===== src/rtl/pageseg_pkg.sv =====
package pageseg_pkg;

    typedef enum logic [2:0] {
        ST_IDLE    = 3'd0,
        ST_SEG_RD  = 3'd1,
        ST_SEG_CHK = 3'd2,
        ST_PG_RD   = 3'd3,
        ST_PG_CHK  = 3'd4,
        ST_RESP    = 3'd5
    } xl_state_e;

    typedef enum logic [1:0] {
        XS_OK         = 2'd0,
        XS_LEN_TRAP   = 2'd1,
        XS_SEG_TRAP   = 2'd2,
        XS_PAGE_FAULT = 2'd3
    } xl_status_e;

endpackage


===== src/rtl/pageseg_bound_chk.sv =====
module pageseg_bound_chk #(
    parameter int SEG_W    = 5,
    parameter int OFF_W    = 16,
    parameter int NUM_SEGS = 16
) (
    input  logic [SEG_W-1:0] seg,
    input  logic [OFF_W-1:0] off,
    input  logic [OFF_W:0]   seg_len,
    output logic             seg_in_range,
    output logic             off_in_range
);
    localparam logic [SEG_W:0] SEG_LIMIT = (SEG_W+1)'(NUM_SEGS);

    // segment number must lie below the configured count
    assign seg_in_range = {1'b0, seg} < SEG_LIMIT;
    // offset must be strictly below the segment length
    assign off_in_range = {1'b0, off} < seg_len;
endmodule


===== src/rtl/pageseg_addr_form.sv =====
module pageseg_addr_form #(
    parameter int SEG_W        = 5,
    parameter int OFF_W        = 16,
    parameter int PAGE_W       = 10,
    parameter int FRAME_W      = 8,
    parameter int TBL_AW       = 10,
    parameter int SEG_TBL_BASE = 0
) (
    input  logic [SEG_W-1:0]          seg,
    input  logic [OFF_W-1:0]          off,
    input  logic [TBL_AW-1:0]         pt_base,
    input  logic [FRAME_W-1:0]        frame,
    output logic [TBL_AW-1:0]         seg_ent_addr,
    output logic [TBL_AW-1:0]         pte_addr,
    output logic [FRAME_W+PAGE_W-1:0] paddr
);
    localparam int PIDX_W = OFF_W - PAGE_W;
    localparam logic [TBL_AW-1:0] SEG_BASE = TBL_AW'(SEG_TBL_BASE);

    logic [PIDX_W-1:0] page_idx;
    logic [PAGE_W-1:0] in_page;

    assign page_idx = off[OFF_W-1:PAGE_W];
    assign in_page  = off[PAGE_W-1:0];

    assign seg_ent_addr = SEG_BASE + TBL_AW'(seg);

    generate
        if (PIDX_W >= TBL_AW) begin : g_idx_trunc
            assign pte_addr = pt_base + page_idx[TBL_AW-1:0];
        end else begin : g_idx_ext
            assign pte_addr = pt_base + {{(TBL_AW-PIDX_W){1'b0}}, page_idx};
        end
    endgenerate

    assign paddr = {frame, in_page};
endmodule


===== src/rtl/pageseg_ctrl.sv =====
module pageseg_ctrl
    import pageseg_pkg::*;
#(
    parameter int SEG_W   = 5,
    parameter int OFF_W   = 16,
    parameter int PADDR_W = 18,
    parameter int TBL_AW  = 10
) (
    input  logic               clk,
    input  logic               rst,
    input  logic               req_valid,
    input  logic [SEG_W-1:0]   req_seg,
    input  logic [OFF_W-1:0]   req_off,
    input  logic               seg_in_range,
    input  logic               off_in_range,
    input  logic               pte_valid,
    input  logic [TBL_AW-1:0]  rd_pt_base,
    input  logic [TBL_AW-1:0]  seg_ent_addr,
    input  logic [TBL_AW-1:0]  pte_addr,
    input  logic [PADDR_W-1:0] paddr_calc,
    output logic [SEG_W-1:0]   seg_q,
    output logic [OFF_W-1:0]   off_q,
    output logic [TBL_AW-1:0]  pt_base_q,
    output logic               req_ready,
    output logic               rd_en,
    output logic [TBL_AW-1:0]  rd_addr,
    output logic               rsp_valid,
    output logic [1:0]         rsp_status,
    output logic [PADDR_W-1:0] rsp_paddr
);
    xl_state_e   state, state_nxt;
    xl_status_e  status_q;
    logic [PADDR_W-1:0] paddr_q;

    // state register
    always_ff @(posedge clk) begin
        if (rst) state <= ST_IDLE;
        else     state <= state_nxt;
    end

    // next-state decision
    always_comb begin
        state_nxt = state;
        unique case (state)
            ST_IDLE:    if (req_valid) state_nxt = seg_in_range ? ST_SEG_RD : ST_RESP;
            ST_SEG_RD:  state_nxt = ST_SEG_CHK;
            ST_SEG_CHK: state_nxt = off_in_range ? ST_PG_RD : ST_RESP;
            ST_PG_RD:   state_nxt = ST_PG_CHK;
            ST_PG_CHK:  state_nxt = ST_RESP;
            ST_RESP:    state_nxt = ST_IDLE;
            default:    state_nxt = ST_IDLE;
        endcase
    end

    // captured request and result
    always_ff @(posedge clk) begin
        if (rst) begin
            seg_q     <= '0;
            off_q     <= '0;
            pt_base_q <= '0;
            status_q  <= XS_OK;
            paddr_q   <= '0;
        end else begin
            unique case (state)
                ST_IDLE: begin
                    if (req_valid) begin
                        seg_q    <= req_seg;
                        off_q    <= req_off;
                        paddr_q  <= '0;
                        status_q <= seg_in_range ? XS_OK : XS_SEG_TRAP;
                    end
                end
                ST_SEG_CHK: begin
                    pt_base_q <= rd_pt_base;
                    if (!off_in_range) status_q <= XS_LEN_TRAP;
                end
                ST_PG_CHK: begin
                    if (pte_valid) paddr_q  <= paddr_calc;
                    else           status_q <= XS_PAGE_FAULT;
                end
                default: ;
            endcase
        end
    end

    // outputs decoded from state
    always_comb begin
        req_ready = 1'b0;
        rd_en     = 1'b0;
        rd_addr   = '0;
        rsp_valid = 1'b0;
        unique case (state)
            ST_IDLE:   req_ready = 1'b1;
            ST_SEG_RD: begin
                rd_en   = 1'b1;
                rd_addr = seg_ent_addr;
            end
            ST_PG_RD: begin
                rd_en   = 1'b1;
                rd_addr = pte_addr;
            end
            ST_RESP:   rsp_valid = 1'b1;
            default: ;
        endcase
    end

    assign rsp_status = status_q;
    assign rsp_paddr  = paddr_q;
endmodule


===== src/rtl/pageseg_xlate.sv =====
module pageseg_xlate #(
    parameter int SEG_W        = 5,
    parameter int OFF_W        = 16,
    parameter int PAGE_W       = 10,
    parameter int FRAME_W      = 8,
    parameter int TBL_AW       = 10,
    parameter int TBL_DW       = 32,
    parameter int NUM_SEGS     = 16,
    parameter int SEG_TBL_BASE = 0
) (
    input  logic                      clk,
    input  logic                      rst,
    input  logic                      req_valid,
    output logic                      req_ready,
    input  logic [SEG_W-1:0]          req_seg,
    input  logic [OFF_W-1:0]          req_off,
    output logic                      rsp_valid,
    output logic [1:0]                rsp_status,
    output logic [FRAME_W+PAGE_W-1:0] rsp_paddr,
    output logic                      tbl_rd_en,
    output logic [TBL_AW-1:0]         tbl_rd_addr,
    input  logic [TBL_DW-1:0]         tbl_rd_data
);
    localparam int PADDR_W = FRAME_W + PAGE_W;
    localparam int LEN_W   = OFF_W + 1;

    // descriptor and page entry fields
    logic [LEN_W-1:0]   d_len;
    logic [TBL_AW-1:0]  d_pt_base;
    logic               e_present;
    logic [FRAME_W-1:0] e_frame;
    logic               unused_rd_bits;

    assign d_len          = tbl_rd_data[TBL_AW+LEN_W-1:TBL_AW];
    assign d_pt_base      = tbl_rd_data[TBL_AW-1:0];
    assign e_present      = tbl_rd_data[TBL_DW-1];
    assign e_frame        = tbl_rd_data[FRAME_W-1:0];
    assign unused_rd_bits = ^tbl_rd_data;

    logic [SEG_W-1:0]   seg_q;
    logic [OFF_W-1:0]   off_q;
    logic [TBL_AW-1:0]  pt_base_q;
    logic               seg_in_range, off_in_range;
    logic [TBL_AW-1:0]  seg_ent_addr, pte_addr;
    logic [PADDR_W-1:0] paddr_calc;

    pageseg_bound_chk #(
        .SEG_W(SEG_W), .OFF_W(OFF_W), .NUM_SEGS(NUM_SEGS)
    ) bound_i (
        .seg          (req_seg),
        .off          (off_q),
        .seg_len      (d_len),
        .seg_in_range (seg_in_range),
        .off_in_range (off_in_range)
    );

    pageseg_addr_form #(
        .SEG_W(SEG_W), .OFF_W(OFF_W), .PAGE_W(PAGE_W), .FRAME_W(FRAME_W),
        .TBL_AW(TBL_AW), .SEG_TBL_BASE(SEG_TBL_BASE)
    ) form_i (
        .seg          (seg_q),
        .off          (off_q),
        .pt_base      (pt_base_q),
        .frame        (e_frame),
        .seg_ent_addr (seg_ent_addr),
        .pte_addr     (pte_addr),
        .paddr        (paddr_calc)
    );

    pageseg_ctrl #(
        .SEG_W(SEG_W), .OFF_W(OFF_W), .PADDR_W(PADDR_W), .TBL_AW(TBL_AW)
    ) ctrl_i (
        .clk          (clk),
        .rst          (rst),
        .req_valid    (req_valid),
        .req_seg      (req_seg),
        .req_off      (req_off),
        .seg_in_range (seg_in_range),
        .off_in_range (off_in_range),
        .pte_valid    (e_present),
        .rd_pt_base   (d_pt_base),
        .seg_ent_addr (seg_ent_addr),
        .pte_addr     (pte_addr),
        .paddr_calc   (paddr_calc),
        .seg_q        (seg_q),
        .off_q        (off_q),
        .pt_base_q    (pt_base_q),
        .req_ready    (req_ready),
        .rd_en        (tbl_rd_en),
        .rd_addr      (tbl_rd_addr),
        .rsp_valid    (rsp_valid),
        .rsp_status   (rsp_status),
        .rsp_paddr    (rsp_paddr)
    );
endmodule


===== config.mk =====
export PLATFORM = sky130hd
export DESIGN_NAME = pageseg_xlate
export DESIGN_NICKNAME = d
export VERILOG_FILES = /design/src/rtl/pageseg_pkg.sv /design/src/rtl/pageseg_bound_chk.sv /design/src/rtl/pageseg_addr_form.sv /design/src/rtl/pageseg_ctrl.sv /design/src/rtl/pageseg_xlate.sv
export SDC_FILE = /design/constraint.sdc
export NUM_CORES = 1
export LEC_CHECK = 0
export ABC_AREA = 1
export BUFFER_PORTS_ARGS = -buffer_cell sky130_fd_sc_hd__buf_4
export CAP_MARGIN = 20
export CORE_MARGIN = 5
export CORE_UTILIZATION = 47
export DETAILED_ROUTE_END_ITERATION = 8
export GPL_TIMING_DRIVEN = 0
export PLACE_DENSITY_LB_ADDON = 0.2
export SYNTH_ARGS = -nofsm -noshare
export SYNTH_HDL_FRONTEND = slang
export SYNTH_SLANG_ARGS = --single-unit

===== constraint.sdc =====
create_clock -name clk -period 2.51 [get_ports clk]
set_clock_uncertainty 0.1 [all_clocks]
set_input_delay 0.251 -clock clk [delete_from_list [all_inputs] [get_ports clk]]
set_output_delay 0.251 -clock clk [all_outputs]
set_load 0.01 [all_outputs]

==> key figures, run 1 <==
Setup path
  – Kind of end point of the critical path: primary output
  – Crit Path Max Fanout: 3
  – CP arrival: 2.02 ns
  – Kind of critical path: reg2out
  – Setup crit start kind: flop
  – Worst Path Required: 2.16 ns

Placement
  – Post-DP HPWL: 6130 um
  – Setup WS pre-CTS: 0.333 ns
  – Placed inst area: 0.00355 mm^2
  – Dpl cells: 555
  – I/O Buffers: 83
  – GPL Wtd Cong: 0.808

Final layout
  – # fillers: 531
  – Final #Nets: 567
  – Non-Filler Instances: 565
  – Most frequent cells in the layout: buf_4, nand2_1, a21oi_1
  – Layout cell share with drive strength beyond 1: 25.3%
  – Most common cell after layout, fill and taps aside: buf_4
  – Post-route cell area: 0.00372 mm^2
  – Diode count: 0
  – Synth-to-Final Area Change: 31.2%

Global route
  – Global-route wire length before repair: 12400 um
  – Total track usage: 20.1%
  – Initial antenna violation count: 0
  – Met1 Track Usage GR: 25.2%
  – Met3 Usage GRT: 3.57%
  – Gr busiest metal: met2
  – Vias in the first global route: 2772
  – Largest net degree at the start of global routing: 19
  – GR Layer Usage met2: 34.7%
  – Global route overflow: 0

Yosys
  – #FFs+latches synth: 54
  – Syn_nets: 475
  – Synth Area in XOR/XNOR: 0%
  – Mapped Area: 0.00284 mm^2
  – Largest family of logic cells by synthesized area: simple AND/OR/NAND/NOR gates
  – Synth unique cells: 30
  – Synth Warn #: 0
  – Compound-Gate Fraction of Synth Area: 17.2%
  – Mux share of post-synthesis cell area: 0%
  – Simple-gate share of the synthesized area: 24.3%
  – Cells after Synth: 397
  – Post-synthesis sequential area ratio: 38.1%
  – Synth Area in Adders: 9.96%
  – Avg Inst Size Synth: 7.15 um^2

Power and ir drop
  – P_leak: 0.00177 uW
  – Peak supply drop: 0.451 mV
  – Pwr dens: 637 mW/mm^2

Status
  – Status: completed

STA
  – Fin. Hold Viols: 0
  – Worst slew pin tran: 0.605 ns
  – RSZ-0062 raised after global routing: true
  – FMAX: 0.421 GHz
  – Min cycle time layout: 2.37 ns
  – Worst setup margin: 0.135 ns
  – Fin Setup TNS: 0 ns
  – Final worst-path cycle share: 94.6%
  – Worst slew margin: 59.4%
  – Fin. max-slew vios: 0
  – Setup violators final: 0
  – Worst hold margin: 0.0813 ns

Drt
  – Antenna-violating nets left: 0
  – Total iterations of the first detailed-routing run: 4
  – Vias: 2927
  – Detailed Route WL: 7730 um
  – Routed len/inst: 13.7 um
  – Initial DRC count: 136
  – DR vias/cell: 5.18
  – DRC: 0

Die
  – Die W: 87.7 um
  – Io pins: 89
  – Starting density of the core: 48.2%
  – Die Footprint: 0.00769 mm^2
  – Cell Rows: 28
  – Core Region: 0.00589 mm^2
  – Die Y: 87.7 um

Clock tree
  – CTS tree: built
  – Num CTS Buffers: 5
  – Clock sink count: 54
  – Cts hold-fix bufs: 0
  – Clock slew at reported path FFs: 0.11 ns
  – CTS max path bufs: 2
  – H-tree depth: 2
  – Clk_lat worst skew: 0.32 ns
  – Root Buffer: clkbuf_8

Run
  – Max Cap Viol: 0

Worst hold path
  – Hold Path Class: in2reg
-- Yosys cell counts, drive strengths merged --
master	n	area, um^2
nor3	3	20.0
inv	49	191
ha	21	263
a31oi	1	6.26
a21o	1	7.51
fa	1	20.0
o211ai	1	7.51
o22ai	3	18.8
o21ai	29	145
nand3	32	160
dfxtp	54	1080
a21oi	59	295
nor2	38	150
or2	1	6.26
a211oi	1	7.51
nor3b	1	12.5
clkbuf	8	30.0
buf	8	68.8
nand4	2	12.5
clkinv	1	5.00
nand2	83	329
-- registers in the layout, summed over array words and instances, names as in the netlist --
signal,cells
ctrl_i.off_q,16
ctrl_i.rsp_paddr,18
ctrl_i.pt_base_q,10
ctrl_i.state,3
ctrl_i.seg_q,5
ctrl_i.rsp_status,2
-- metal layers --
| metal | routed length [um] | up-vias |
|---|---|---|
| li1 | - | 1484 |
| met1 | 3360 | 1333 |
| met2 | 3780 | 99 |
| met3 | 436 | 11 |
| met4 | 155 | 0 |
| met5 | 0 | - |
-- kinds of logic (layout without fill, tap and decap cells) --
family	Yosys count	after routing
simple gates	160	160
fa+ha+maj	22	22
flops	54	54
buf+inv	66	159
compound gates	95	95
-- critical path: stages, from the launching register on --
cell	delay, ns
dfxtp_2	0.37
ha_4	0.13
inv_1	0.04
fa_2	0.33
inv_2	0.06
nand3_1	0.06
nand2_1	0.09
nand2_2	0.07
nand2_2	0.08
a21oi_4	0.07
nor2_4	0.12
a21oi_2	0.06
nor2_1	0.10
buf_4	0.12
-- through the flow --
stage | power [uW] | utilization [%]
4_1_cts | 2350 | 62.0
5_1_grt | 2520 | 63.3
2_1_floorplan | 1560 | -
3_5_place_dp | 1850 | 60.4
6_report | 2370 | 63.3
3_3_place_gp | 1830 | 60.4
-- report_power, final --
| group | switching (uW) | internal, uW | total, uW |
|---|---|---|---|
| sequential | 94.7 | 972 | 1070 |
| clock | 307 | 202 | 510 |
| combinational | 453 | 342 | 795 |
-- final timing paths --
check,from,to,slack [ns],cells past startpoint
setup / recovery,ctrl_i.pt_base_q[0],tbl_rd_addr[8],0.14,13
hold / removal,tbl_rd_data[4],ctrl_i.rsp_paddr[14],0.08,3
setup reg to reg,ctrl_i.off_q[10],ctrl_i.rsp_status[1],0.68,10
hold reg to reg,ctrl_i.seg_q[0],ctrl_i.seg_q[0],0.36,2
-- what timing repair did --
item                                    in CTS  in global routing
pin swaps                                    0                  5
endpoints found under the setup margin       1                  2
endpoints found under the hold margin        0                  0
setup buffers                                0                  2
gates resized for setup                      1                 15
-- final cells by class --
class	instances	area (um^2)	share of cell area [%]
multi-input combinational	277	1520	40.7
sequential	54	1080	29.1
timing repair buffer	85	638	17.1
inverter	50	196	5.28
buffer	16	98.8	2.65
tap	75	93.8	2.52
clock buffer	5	68.8	1.85
clock inverter	3	26.3	0.706
Note: power is estimated with default switching activity, not from simulation.
==> inputs of run 2 (changes only) <==
- SYNTH_HIERARCHICAL: not set -> 1
==> run 2 against run 1 <==
Global-route usage shrank 1.6 points. First-iteration DRC count decreased by 24%. Flip-flop and latch count unchanged. Via count rose by 8.7%. Wire length is 4.7% higher. Non-clock buffer count is 29 higher. Utilization is 1.8 points lower. Clock-buffer cell count increased by 1. Total power is essentially flat. Die area up 16%. Largest cell class unchanged. Final cell count is 19% higher.
==> key figures, run 2 <==
Status
  – Status: completed

Final layout
  – Final #Nets: 653
  – Most common cell after layout, fill and taps aside: nand2_1
  – Most frequent cells in the layout: nand2_1, buf_4, dfxtp_1
  – Layout cell share with drive strength beyond 1: 29.3%
  – Synth-to-Final Area Change: 26.2%
  – Max reg flops: 18
  – Diode count: 0
  – # fillers: 667

Yosys
  – Ys flop type: dfxtp_1
  – Top-area cell type share of the netlist area: 32.3%
  – Mapped Area: 0.00335 mm^2
  – Post-synth EDFFs: 0
  – Most frequent cell after synthesis: nand2_1
  – FFs w/ async S/R, synth: 0%
  – Top cells by area, synth: dfxtp_1, nand2_1, ha_1, buf_4, a21oi_1
  – Post-synth top area cell: dfxtp_1
  – Cells after Synth: 480
  – Commonest cells in the netlist: nand2_1, dfxtp_1, a21oi_1
  – #FFs+latches synth: 54
  – Synth Warn #: 6
  – Post-synthesis sequential area ratio: 32.3%
  – Avg Inst Size Synth: 6.97 um^2
  – Synth unique cells: 37

Setup path
  – Instance count on the critical path: 9
  – Kind of critical path: reg2out
  – Kind of end point of the critical path: primary output
  – Setup crit end: tbl_rd_addr[4]
  – Setup crit start kind: flop
  – R2R depth: 14
  – R2R Path Start: ctrl_i/off_q[15]
  – Crit path largest cell delay: 0.40 ns
  – Crit Path Max Fanout: 3
  – Most frequent CP cell: buf_4
  – Worst Path Required: 2.16 ns
  – Critical path's top delay family: adder cells
  – Reg2reg end: ctrl_i/rsp_status[1]
  – Critical-path cell list: ha_4 -> inv_1 -> fa_2 -> o21ai_4 -> buf_4 -> xor2_1 -> nand3_1 -> nand2_1 -> buf_4
  – CP max stage cell: fa_2
  – WP buf/inv: 3
  – R2R setup slack: 0.56 ns
  – CP arrival: 2.04 ns
  – Setup crit start: ctrl_i/pt_base_q[0]

Power and ir drop
  – Total Power: 2370 uW
  – Peak supply drop: 0.391 mV
  – P_leak: 0.00214 uW
  – Pwr dens: 561 mW/mm^2

STA
  – Fin Setup TNS: 0 ns
  – FMAX: 0.419 GHz
  – Setup violators final: 0
  – RSZ-0062 raised after global routing: false
  – Min cycle time layout: 2.39 ns
  – Fin. max-slew vios: 0
  – Fin. Hold Viols: 0
  – Final worst-path cycle share: 95.2%

Die
  – Cell Rows: 30
  – Core Region: 0.00687 mm^2
  – Io pins: 89
  – Starting density of the core: 48.7%
  – Die W: 94.4 um
  – Die Footprint: 0.00891 mm^2
  – Die Y: 94.4 um

Global route
  – Global route overflow: 0
  – Global-route wire length before repair: 13500 um
  – Vias in the first global route: 3005
  – Largest net degree at the start of global routing: 15
  – Total track usage: 18.6%
  – Gr busiest metal: met2
  – Met1 Track Usage GR: 23.5%
  – GR Layer Usage met2: 32.9%
  – Initial antenna violation count: 0
  – Met3 Usage GRT: 3.19%

Drt
  – Detailed Route WL: 8100 um
  – Routed len/inst: 12.1 um
  – Antenna-violating nets left: 0
  – DR vias/cell: 4.75
  – Initial DRC count: 104
  – Total iterations of the first detailed-routing run: 4
  – Vias: 3183
  – DRC: 0

Placement
  – I/O Buffers: 83
  – Post-DP HPWL: 6540 um
  – GPL Wtd Cong: 0.856

Worst hold path
  – Hold Path Class: in2reg

Run
  – Max Cap Viol: 0

Clock tree
  – Num CTS Buffers: 5
  – CTS max path bufs: 2
  – Clock slew at reported path FFs: 0.09 ns
  – Clock sink count: 54
  – H-tree depth: 2
  – Clk_lat worst skew: 0.30 ns
  – Cts hold-fix bufs: 0
  – Root Buffer: clkbuf_8
  – CTS tree: built
run 2: cell count changes in the layout (fill, tap and decap cells not counted), moves of 5 or more:
cell	change
nand2_1	+64
buf_4	+31
nand3_1	-12
o21ai_0	-11
a21oi_1	-10
a21oi_2	+10
conb_1	+5
run 2: per-layer routing:
metal  wire [um]  part of all wire (%)
met2        3890                    48
met1        3660                    45
met5           0                     0
met3         438                   5.4
met4         107                   1.3
run 2: cell type report:
| cell class | instances | area [um^2] | share of cell area (%) |
|---|---|---|---|
| Buffer | 46 | 324 | 7.67 |
| Clock buffer | 6 | 82.6 | 1.95 |
| Inverter | 49 | 193 | 4.56 |
| Multi-Input combinational cell | 335 | 1790 | 42.4 |
| Sequential cell | 54 | 1080 | 25.7 |
| Tap cell | 96 | 120 | 2.84 |
| Timing Repair Buffer | 84 | 631 | 14.9 |
run 2: through the flow:
stage | worst slack (ns) | utilization, % | std cells | cell area [um^2] | hold WS (ns)
6_report | 0.122 | 61.5 | 670 | 4220 | 0.0992
5_1_grt | 0.00954 | 61.5 | 670 | 4220 | 0.0873
4_1_cts | 0.0482 | 61.0 | 669 | 4190 | 0.0868
3_5_place_dp | 0.247 | 59.8 | 663 | 4110 | 0.359
3_3_place_gp | 0.337 | 59.8 | 663 | 4110 | 0.354
2_1_floorplan | 0.592 | - | 484 | 3360 | 0.294
run 2: cell families after synthesis:
group | synth area share [%]
buffers and inverters | 15.4
AND/OR/NAND/NOR | 28.9
AO/OA/AOI/OAI | 13.7
adder cells (fa/ha/maj) | 8.45
other | 0.112
flip-flops | 32.3
XOR/XNOR | 1.05
run 2: how the worst min path moves through the flow:
stage	start	to	depth (start not counted)
2_1_floorplan	req_off[15]	ctrl_i/off_q[15]	2
3_3_place_gp	ctrl_i/seg_q[1]	ctrl_i/seg_q[1]	2
3_5_place_dp	ctrl_i/seg_q[0]	ctrl_i/seg_q[0]	2
4_1_cts	req_off[10]	ctrl_i/off_q[10]	3
5_1_grt	req_off[10]	ctrl_i/off_q[10]	3
6_report	req_off[10]	ctrl_i/off_q[10]	3
run 2: where the power goes:
part           internal, uW  switching (uW)
logic                   393             462
registers               963            81.9
clock network           213             256
total                  1570             800
run 2: repair_timing:
| item | 4_1_cts | 5_1_grt |
|---|---|---|
| pin swaps | 1 | 3 |
| buffers inserted | 0 | 1 |
| gates resized for setup | 2 | 5 |
| setup endpoints to repair | 2 | 2 |
run 2: worst min-delay path: stages:
cell,delay [ns]
buf_4,0.11
nand2_1,0.05
a21oi_1,0.05
